File: src/rtl/pmr_pkg.sv
package pmr_pkg;
    localparam int PTR_W   = 16;
    localparam int PAGE_W  = 8;
    localparam int BYTE_W  = 8;
    localparam int LANES   = 2;
    localparam int LSEL_W  = $clog2(LANES);
    localparam int WORD_W  = BYTE_W * LANES;
    localparam int WADDR_W = PTR_W - LSEL_W + PAGE_W;

    typedef enum logic [1:0] {
        ST_IDLE  = 2'd0,
        ST_FETCH = 2'd1,
        ST_RESP  = 2'd2
    } pmr_state_e;

    typedef struct packed {
        logic              ext;
        logic              inc;
        logic [PTR_W-1:0]  ptr;
        logic [PAGE_W-1:0] page;
    } pmr_req_t;

    function automatic pmr_req_t pmr_decode(input logic [1:0] cmd,
                                            input logic [PTR_W-1:0] ptr,
                                            input logic [PAGE_W-1:0] page);
        pmr_req_t r;
        r.inc  = cmd[0];
        r.ext  = cmd[1];
        r.ptr  = ptr;
        r.page = page;
        return r;
    endfunction
endpackage

File: src/rtl/pmr_addr_map.sv
module pmr_addr_map #(
    parameter int PTR_W  = 16,
    parameter int PAGE_W = 8,
    parameter int LSEL_W = 1,
    parameter int WADDR_W = PTR_W - LSEL_W + PAGE_W
) (
    input  logic               ext,
    input  logic [PTR_W-1:0]   ptr,
    input  logic [PAGE_W-1:0]  page,
    output logic [WADDR_W-1:0] waddr
);
    logic [PAGE_W-1:0] hi;
    always_comb begin
        hi    = ext ? page : '0;
        waddr = {hi, ptr[PTR_W-1:LSEL_W]};
    end
endmodule

File: src/rtl/pmr_ptr_next.sv
module pmr_ptr_next #(
    parameter int PTR_W  = 16,
    parameter int PAGE_W = 8
) (
    input  logic              inc,
    input  logic              ext,
    input  logic [PTR_W-1:0]  ptr,
    input  logic [PAGE_W-1:0] page,
    output logic [PTR_W-1:0]  nptr,
    output logic [PAGE_W-1:0] npage
);
    logic carry;
    always_comb begin
        {carry, nptr} = {1'b0, ptr} + {{PTR_W{1'b0}}, inc};
        npage = (ext && carry) ? page + PAGE_W'(1) : page;
    end
endmodule

File: src/rtl/pmr_lane_pick.sv
module pmr_lane_pick #(
    parameter int BYTE_W = 8,
    parameter int LANES  = 2,
    parameter int SEL_W  = $clog2(LANES)
) (
    input  logic [BYTE_W*LANES-1:0] word,
    input  logic [SEL_W-1:0]        sel,
    output logic [BYTE_W-1:0]       lane_byte
);
    logic [BYTE_W-1:0] lane [LANES];
    for (genvar g = 0; g < LANES; g++) begin : g_lane
        assign lane[g] = word[g*BYTE_W +: BYTE_W];
    end
    assign lane_byte = lane[sel];
endmodule

File: src/rtl/pm_byte_reader.sv
module pm_byte_reader
    import pmr_pkg::*;
#(
    parameter int P_PTR_W  = PTR_W,
    parameter int P_PAGE_W = PAGE_W,
    parameter int P_BYTE_W = BYTE_W,
    localparam int P_WORD_W  = P_BYTE_W * LANES,
    localparam int P_WADDR_W = P_PTR_W - LSEL_W + P_PAGE_W
) (
    input  logic                 clk,
    input  logic                 rst,
    input  logic                 req_valid,
    input  logic [1:0]           req_cmd,
    input  logic [P_PTR_W-1:0]   req_ptr,
    input  logic [P_PAGE_W-1:0]  req_page,
    output logic                 req_ready,
    output logic                 mem_en,
    output logic [P_WADDR_W-1:0] mem_addr,
    input  logic [P_WORD_W-1:0]  mem_rdata,
    output logic                 rsp_done,
    output logic [P_BYTE_W-1:0]  rsp_byte,
    output logic [P_PTR_W-1:0]   rsp_ptr,
    output logic [P_PAGE_W-1:0]  rsp_page,
    output logic                 rsp_wb
);
    pmr_state_e state;
    pmr_req_t   cur;
    logic       accept;

    assign accept    = req_valid && req_ready;
    assign req_ready = (state == ST_IDLE);

    always_ff @(posedge clk) begin
        if (rst) begin
            state <= ST_IDLE;
            cur   <= '0;
        end else begin
            unique case (state)
                ST_IDLE: if (accept) begin
                    cur   <= pmr_decode(req_cmd, req_ptr, req_page);
                    state <= ST_FETCH;
                end
                ST_FETCH: state <= ST_RESP;
                ST_RESP:  state <= ST_IDLE;
                default:  state <= ST_IDLE;
            endcase
        end
    end

    pmr_addr_map #(
        .PTR_W(P_PTR_W), .PAGE_W(P_PAGE_W), .LSEL_W(LSEL_W)
    ) u_map (
        .ext(cur.ext), .ptr(cur.ptr), .page(cur.page), .waddr(mem_addr)
    );

    pmr_ptr_next #(
        .PTR_W(P_PTR_W), .PAGE_W(P_PAGE_W)
    ) u_next (
        .inc(cur.inc), .ext(cur.ext), .ptr(cur.ptr), .page(cur.page),
        .nptr(rsp_ptr), .npage(rsp_page)
    );

    pmr_lane_pick #(
        .BYTE_W(P_BYTE_W), .LANES(LANES)
    ) u_lane (
        .word(mem_rdata), .sel(cur.ptr[LSEL_W-1:0]), .lane_byte(rsp_byte)
    );

    assign mem_en   = (state == ST_FETCH);
    assign rsp_done = (state == ST_RESP);
    assign rsp_wb   = rsp_done && cur.inc;
endmodule

File: config.mk
export PLATFORM = sky130hd
export DESIGN_NAME = pm_byte_reader
export DESIGN_NICKNAME = d
export VERILOG_FILES = /design/src/rtl/pmr_pkg.sv /design/src/rtl/pmr_addr_map.sv /design/src/rtl/pmr_ptr_next.sv /design/src/rtl/pmr_lane_pick.sv /design/src/rtl/pm_byte_reader.sv
export SDC_FILE = /design/constraint.sdc
export NUM_CORES = 1
export LEC_CHECK = 0
export ABC_AREA = 1
export BUFFER_PORTS_ARGS = -buffer_cell sky130_fd_sc_hd__buf_4
export CORE_ASPECT_RATIO = 1.5
export CORE_MARGIN = 3
export CORE_UTILIZATION = 35
export DETAILED_ROUTE_END_ITERATION = 16
export GPL_ROUTABILITY_DRIVEN = 1
export PLACE_DENSITY = 0.65
export SLEW_MARGIN = 20
export SYNTH_ARGS = -nofsm -noshare
export SYNTH_HDL_FRONTEND = slang
export SYNTH_SLANG_ARGS = --single-unit
File: constraint.sdc
create_clock -name clk -period 1.6 [get_ports clk]
set_input_delay 0.16 -clock clk [delete_from_list [all_inputs] [get_ports clk]]
set_output_delay 0.16 -clock clk [all_outputs]
set_load 0.02 [all_outputs]
==> metrics.md, run 1 <==
| Metric | Value |
|---|---|
| CP max stage cell | dfxtp_2 |
| Layout area overhead | 63.1% |
| FMAX | 0.519 GHz |
| WP data arrival | 1.77 ns |
| Routed Antenna Nets | 0 |
| Initial antenna violation count | 0 |
| Setup TNS | -4.74 ns |
| Largest net degree at the start of global routing | 29 |
| Vias/cell | 4.53 |
| Post-layout util | 60.1% |
| IO Port Bufs | 103 |
| Max IR drop VDD | 431 uV |
| Total grt overflow | 0 |
| Min-delay src | req_ptr[6] |
| Final setup fails | 22 |
| Die X | 66.4 um |
| Run status | finished with violations |
| CTS tree | done |
| Layout Skew | 0.00418 ns |
| WS Path Type | flop to output port |
| P per Cell Area | 578 nW/um2 |
| Cell variety after synth | 27 |
| Chip height | 96.7 um |
| Drt drc | 0 |
| Clock latency on the worst-skew pair | 0.28 ns |
| GR met1 Demand/Resource | 21.2% |
| First-pass GRT wire length | 9.45 mm |
| Hold Crit Class | input pin to flop |
| Clk root buf | clkbuf_8 |
| CP top delay family | simple AND/OR/NAND/NOR gates |
| Die ar. | 6420 um2 |
| Crit path buf inv count | 2 |
| Most common cell after layout, fill and taps aside | buf_4 |
| Synthesized area | 1920 um2 |
| Final nets | 448 |
| Normalized max-slew margin | 75.3% |
| GRT Max-Usage Layer | met2 |
| Initial core utilization | 36.9% |
| FP Rows | 32 |
| Reg2Reg Depth | 5 |
| Slowest Stage Delay on Critical Path | 0.36 ns |
| DP HPWL | 4.38 mm |
| Required time worst endpoint | 1.44 ns |
| Register bit total from synthesis | 28 |
| Pre-CTS WS | -0.122 ns |
| Maximum buffer depth of the clock tree | 2 |
| Share of layout cells above drive strength 1 | 48.2% |
| Routed wire length per instance | 12.6 um |
| Synth Instances | 290 |
| H-tree depth | 1 |
| Core Area | 5200 um2 |
| Post-Route WL | 5.89 mm |
| Sink Count | 28 |
| CP endpoint | rsp_ptr[12] |
| Vias in the first global route | 2031 |
| Critical path endpoint category | output port |
| Crit. Startpoint | cur[24]$_SDFFE_PP0P_ |
| Avg Inst Size Synth | 6.61 um2 |
| Failing checks | negative setup slack |
| Post-CTS Hold Buffers | 0 |
| Yosys Warn Count | 0 |
| Clock slew at reported path FFs | 0.10 ns |
| DRT iter0 DRCs | 64 |
| Syn Nets | 338 |
| Total track usage | 18.3% |
| Critical path launch point type | flop |
| Min Hold Slack | 0.124 ns |
| Endpoints failing hold | 0 |
| FF-to-FF setup slack | 0.29 ns |
| Multi-input gate area | 1250 um2 |
| Final worst slack | -0.328 ns |
| Vias | 2109 |
| Max-cap violations | 0 |
| Met2 GRT Util | 34.7% |
| Worst-margin pin slew | 0.369 ns |
| Ant. Diodes | 0 |
| Crit-path cells | ha_4, ha_4, nand2_4, nor2_4, nand2_4, nor2_4, buf_12, xor2_4, buf_6 |
| M3 GR Usage | 1.86% |
| Routability congestion estimate | 0.790 |
| Crit share post-route | 121% |
| CP Depth | 9 |
| Max Slew Vio Count | 0 |
| Crit path time final | 1.93 ns |
| Worst R2R Start | state[1]$_SDFFE_PP0P_ |
| Most frequent cells in the layout | 112 x buf_4, 93 x nand2_1, 23 x nor2_1, 22 x inv_1, 21 x a21oi_1 |
| Fill cell count | 510 |
| RSZ-0062 raised after global routing | true |
| CP Max Fanout | 8 |
| # IOs | 104 |
| Seq/Total Area, Yosys | 29.2% |
| Inserted Clock Buffers | 3 |
| FF/Latch Area | 571 um2 |
| Initial DRT Pass Iterations | 6 |
| Static Leak | 1.61 nW |
| Crit Reg-Reg Endpoint | cur[13]$_SDFFE_PP0P_ |
[layer usage]
metal	vias to the layer above	share of wire [%]
met5	-	0
met4	0	1.2
met3	6	3.6
met2	49	57
met1	952	38
li1	1102	-
[Yosys cell counts]
master,n,area [um2]
nand2_4,1,11.3
inv_1,23,86.3
nor2_2,2,12.5
clkinv_1,1,3.75
buf_4,17,128
xnor2_1,3,26.3
nor2_4,1,11.3
nand4_1,1,6.26
buf_12,1,20.0
dfxtp_1,28,561
nand3_1,10,50.1
a211oi_1,5,37.5
ha_1,3,37.5
xor2_1,9,78.8
nor3_1,1,5.00
mux2_2,8,90.1
nand2_2,4,25.0
buf_2,5,25.0
xor2_2,1,16.3
inv_2,4,15.0
a21oi_1,21,105
nor2_1,30,113
nand3b_1,5,37.5
and3_1,1,6.26
clkbuf_1,4,15.0
nor2_8,1,20.0
nand2_1,100,375
[worst min path at each step]
| stage | to | depth (start not counted) |
|---|---|---|
| after global routing | cur[14]$_SDFFE_PP0P_ | 3 |
| after global placement | cur[14]$_SDFFE_PP0P_ | 3 |
| final | cur[14]$_SDFFE_PP0P_ | 3 |
| after detailed placement | cur[15]$_SDFFE_PP0P_ | 3 |
| after CTS | cur[9]$_SDFFE_PP0P_ | 3 |
| after floorplan | cur[1]$_SDFFE_PP0P_ | 2 |
[flip-flops by register name, indices dropped and copies added (netlist names)]
| register | cells |
|---|---|
| state | 2 |
| cur | 26 |
[power breakdown]
group / switching [W] / leakage [nW] / internal [W]
Clock: 0.000221 / 0.0216 / 0.000169
Combinational: 0.000325 / 1.35 / 0.000305
Sequential: 0.0000437 / 0.233 / 0.000746
[per-stage QoR]
step,total power (W),instances,instance area [um2]
2_1_floorplan,0.00114,290,1940
3_3_place_gp,0.00139,457,2780
3_5_place_dp,0.00140,457,2780
4_1_cts,0.00180,464,2960
5_1_grt,0.00191,466,3130
6_report,0.00181,466,3130
[layout make-up]
cell class | instances | share of cell area [%]
Clock buffer | 3 | 1.32
Inverter | 28 | 3.36
Multi-Input combinational cell | 208 | 40.1
Sequential cell | 28 | 18.2
Tap cell | 68 | 2.72
Timing Repair Buffer | 131 | 34.3
[repair_timing]
action | 4_1_cts | 5_1_grt
cloned | 1 | 0
setup buffers | 3 | 3
gates resized for setup | 25 | 36
setup endpoints to repair | 22 | 30
pin swaps | 17 | 20
[worst min-delay path, cell delays in order]
cell,delay (ns)
buf_4,0.11
nand2_1,0.05
a21oi_1,0.05
[cell families after synthesis]
kind of cell | Yosys count | synth area share [%]
buffers and inverters | 55 | 15.3
AOI/OAI and AO/OA | 26 | 7.44
and+or+nand+nor | 157 | 35.1
xor gates and xnor gates | 13 | 6.33
muxes | 8 | 4.70
adders and majority gates | 3 | 1.96
DFF | 28 | 29.2
Note: power is estimated with default switching activity, not from simulation.
==> run 2: changes to the inputs <==
==> constraint.sdc (replaced) <==
create_clock -name clk -period 1.8 [get_ports clk]
set_input_delay 0.18 -clock clk [delete_from_list [all_inputs] [get_ports clk]]
set_output_delay 0.18 -clock clk [all_outputs]
set_load 0.02 [all_outputs]
==> run 2 against run 1 <==
- the flow still finishes with violations (negative setup slack)
- via count shrank 2.0%
- cell count decreased by 3.2%
- hold slack better by 0.024 ns
- clock skew down 0.00054 ns
- combinational power decreased by 17%
- critical endpoint is now rsp_page[7]
- largest power group unchanged
- highest routed layer unchanged
==> metrics.md, run 2 (same netlist as run 1, synthesis figures left out) <==
| Metric | Value |
|---|---|
| Crit path top cell by count | nand2_1 |
| Met2 GRT Util | 33.3% (-1.4 points) |
| Fill cell count | 573 (+12%) |
| Vias in the first global route | 1993 (-1.9%) |
| Share of layout cells above drive strength 1 | 42.0% (-6.2 points) |
| Clock latency on the worst-skew pair | 0.27 ns (about the same) |
| Critical path launch point type | flop |
| GRT Max-Usage Layer | met2 |
| Final nets | 433 (-3.3%) |
| Routability congestion estimate | 0.803 (+1.7%) |
| Run status | finished with violations |
| Final setup fails | 14 (-36%) |
| Failing checks | negative setup slack |
| GR met1 Demand/Resource | 20.5% (-0.75 points) |
| DP HPWL | 4.23 mm (-3.6%) |
| H-tree depth | 1 (unchanged) |
| Slowest Stage Delay on Critical Path | 0.37 ns (about the same) |
| CP Max Fanout | 8 (unchanged) |
| First-pass GRT wire length | 9.09 mm (-3.8%) |
| Core Area | 5200 um2 (unchanged) |
| CTS tree | done |
| Crit path buf inv count | 1 (-1) |
| Chip height | 96.7 um (unchanged) |
| Final worst slack | -0.0820 ns (+0.246 ns) |
| Part of the power in registers | 45.0% (+1.4 points) |
| Worst R2R Start | state[1]$_SDFFE_PP0P_ |
| # IOs | 104 (unchanged) |
| Sink Count | 28 (unchanged) |
| Post-CTS Hold Buffers | 0 (unchanged) |
| Initial core utilization | 36.9% (unchanged) |
| Worst-margin pin slew | 0.351 ns (-0.0181 ns) |
| FMAX | 0.531 GHz |
| FF-to-FF setup slack | 0.53 ns (+0.24 ns) |
| Finished Layout Cells | 451 (-3.2%) |
| FP Rows | 32 (unchanged) |
| Hold Crit Class | input pin to flop |
| Post-layout util | 54.7% (-5.4 points) |
| Reg2Reg Depth | 5 (unchanged) |
| Static Leak | 1.48 nW (-8.2%) |
| Initial DRT Pass Iterations | 4 (-2) |
| Required time worst endpoint | 1.62 ns (+0.18 ns) |
| M3 GR Usage | 1.63% (-0.23 points) |
| Crit share post-route | 105% |
| Clock slew at reported path FFs | 0.09 ns (about the same) |
| Switching portion of total power | 32.3% (-0.24 points) |
| WS Path Type | flop to output port |
| Crit-path cells | ha_4, ha_4, nand2_4, nor2_4, nand2_4, nor2_8, nand2_1, nand2_1, nand2_1, buf_6 |
| Inserted Clock Buffers | 3 (unchanged) |
| RSZ-0062 raised after global routing | true |
| Int Power | 0.00106 W (-13%) |
| Endpoints failing hold | 0 (unchanged) |
| Vias/cell | 4.58 (+1.2%) |
| Routed Antenna Nets | 0 (unchanged) |
| Most common cell after layout, fill and taps aside | buf_4 |
| Clk root buf | clkbuf_8 |
| Max-cap violations | 0 (unchanged) |
| Initial antenna violation count | 0 (unchanged) |
| Crit path time final | 1.88 ns |
| CP top delay family | simple AND/OR/NAND/NOR gates |
| Ant. Diodes | 0 (unchanged) |
| Total grt overflow | 0 (unchanged) |
| Placed insts | 445 (-2.6%) |
| Min-delay src | req_ptr[2] |
| IO Port Bufs | 103 (unchanged) |
| Vias | 2066 (-2.0%) |
| Setup TNS | -0.811 ns (+3.93 ns) |
| Largest net degree at the start of global routing | 33 (+14%) |
| Hold Crit Depth | 3 (unchanged) |
| Layout Skew | 0.00364 ns (-0.000536 ns) |
| Critical path endpoint category | output port |
| Total track usage | 17.7% (-0.57 points) |
| Maximum buffer depth of the clock tree | 2 (unchanged) |
| Drt drc | 0 (unchanged) |
| CP max stage cell | dfxtp_2 |
| Endpoint, Worst Hold | cur[10]$_SDFFE_PP0P_ |
| Max Slew Vio Count | 0 (unchanged) |
| Reg with most FFs | cur |
| WP data arrival | 1.70 ns (-0.07 ns) |
| Routed wire length per instance | 12.3 um (-2.4%) |
| Die X | 66.4 um (unchanged) |
| Max IR drop VDD | 393 uV (-8.9%) |
| Pre-CTS WS | 0.0519 ns (+0.174 ns) |
| Net switching power | 0.000508 W (-14%) |
| Layout area overhead | 48.4% |
| Clock power share | 21.8% (+0.2 points) |
| DRT iter0 DRCs | 82 (+28%) |
| Most frequent cells in the layout | 107 x buf_4, 94 x nand2_1, 26 x nor2_1, 23 x inv_1, 23 x dfxtp_1 |
| Crit Reg-Reg Endpoint | cur[0]$_SDFFE_PP0P_ |
| Logic pwr share | 33.2% (-1.6 points) |
| P per Cell Area | 552 nW/um2 (-4.6%) |
| Top Registers | cur: 26 flops, state: 2 flops |
| Die ar. | 6420 um2 (unchanged) |
| Max FFs per register | 26 (unchanged) |
| Post-Route WL | 5.56 mm (-5.5%) |
| Normalized max-slew margin | 76.5% (+1.2 points) |
## run 2: stage by stage
stage | area [um2] | total power [W] | hold slack, ns
after floorplan | 1920 | 0.00101 | 0.323
after global placement | 2670 | 0.00122 | 0.435
after detailed placement | 2670 | 0.00122 | 0.442
after CTS | 2810 | 0.00158 | 0.147
after global routing | 2850 | 0.00165 | 0.154
final | 2850 | 0.00157 | 0.148
## run 2: power groups by stage
stage	registers, W	clock network, W	logic (W)
2_1_floorplan	0.000711	0	0.000295
3_3_place_gp	0.000715	0	0.000505
3_5_place_dp	0.000715	0	0.000509
4_1_cts	0.000704	0.000352	0.000526
5_1_grt	0.000714	0.000369	0.000566
6_report	0.000707	0.000342	0.000521
## run 2: how the worst max path moves through the flow
stage,start,slack [ns],endpoint,cells past startpoint
after floorplan,cur[24]$_SDFFE_PP0P_,0.16,rsp_ptr[12],8
after global placement,cur[24]$_SDFFE_PP0P_,0.09,rsp_page[1],10
after detailed placement,cur[24]$_SDFFE_PP0P_,0.05,rsp_page[0],10
after CTS,cur[8]$_SDFFE_PP0P_,-0.13,rsp_page[4],10
after global routing,cur[24]$_SDFFE_PP0P_,-0.20,rsp_page[3],10
final,cur[24]$_SDFFE_PP0P_,-0.08,rsp_page[7],10
## run 2: area by class of cell
| class | instances | area [um2] | area share [%] |
|---|---|---|---|
| inverters | 28 | 105 | 3.69 |
| flip-flops and latches | 28 | 567 | 19.9 |
| well taps | 68 | 85.1 | 2.99 |
| repair buffers | 116 | 905 | 31.8 |
| multi-input cells | 208 | 1140 | 40.2 |
| clock buffers | 3 | 41.3 | 1.45 |
## run 2: worst reg2reg max path: stages (launching register included)
cell and delay [ns]:
dfxtp_1 0.40, nor2_1 0.09, nand2_1 0.10, buf_4 0.34, nor2_1 0.09, a211oi_1 0.16
## run 2: what timing repair did
action / 4_1_cts / 5_1_grt
endpoints found under the setup margin: 17 / 17
setup buffers: 1 / 1
pin swaps: 11 / 12
resized for setup: 22 / 10
gates cloned: 1 / 0
## run 2: layer usage
layer / share of wire (%) / wire, um / up-vias
li1: - / - / 1072
met1: 38 / 2100 / 935
met2: 56 / 3120 / 55
met3: 5.0 / 277 / 4
met4: 1.2 / 68 / 0
met5: 0 / 0 / -
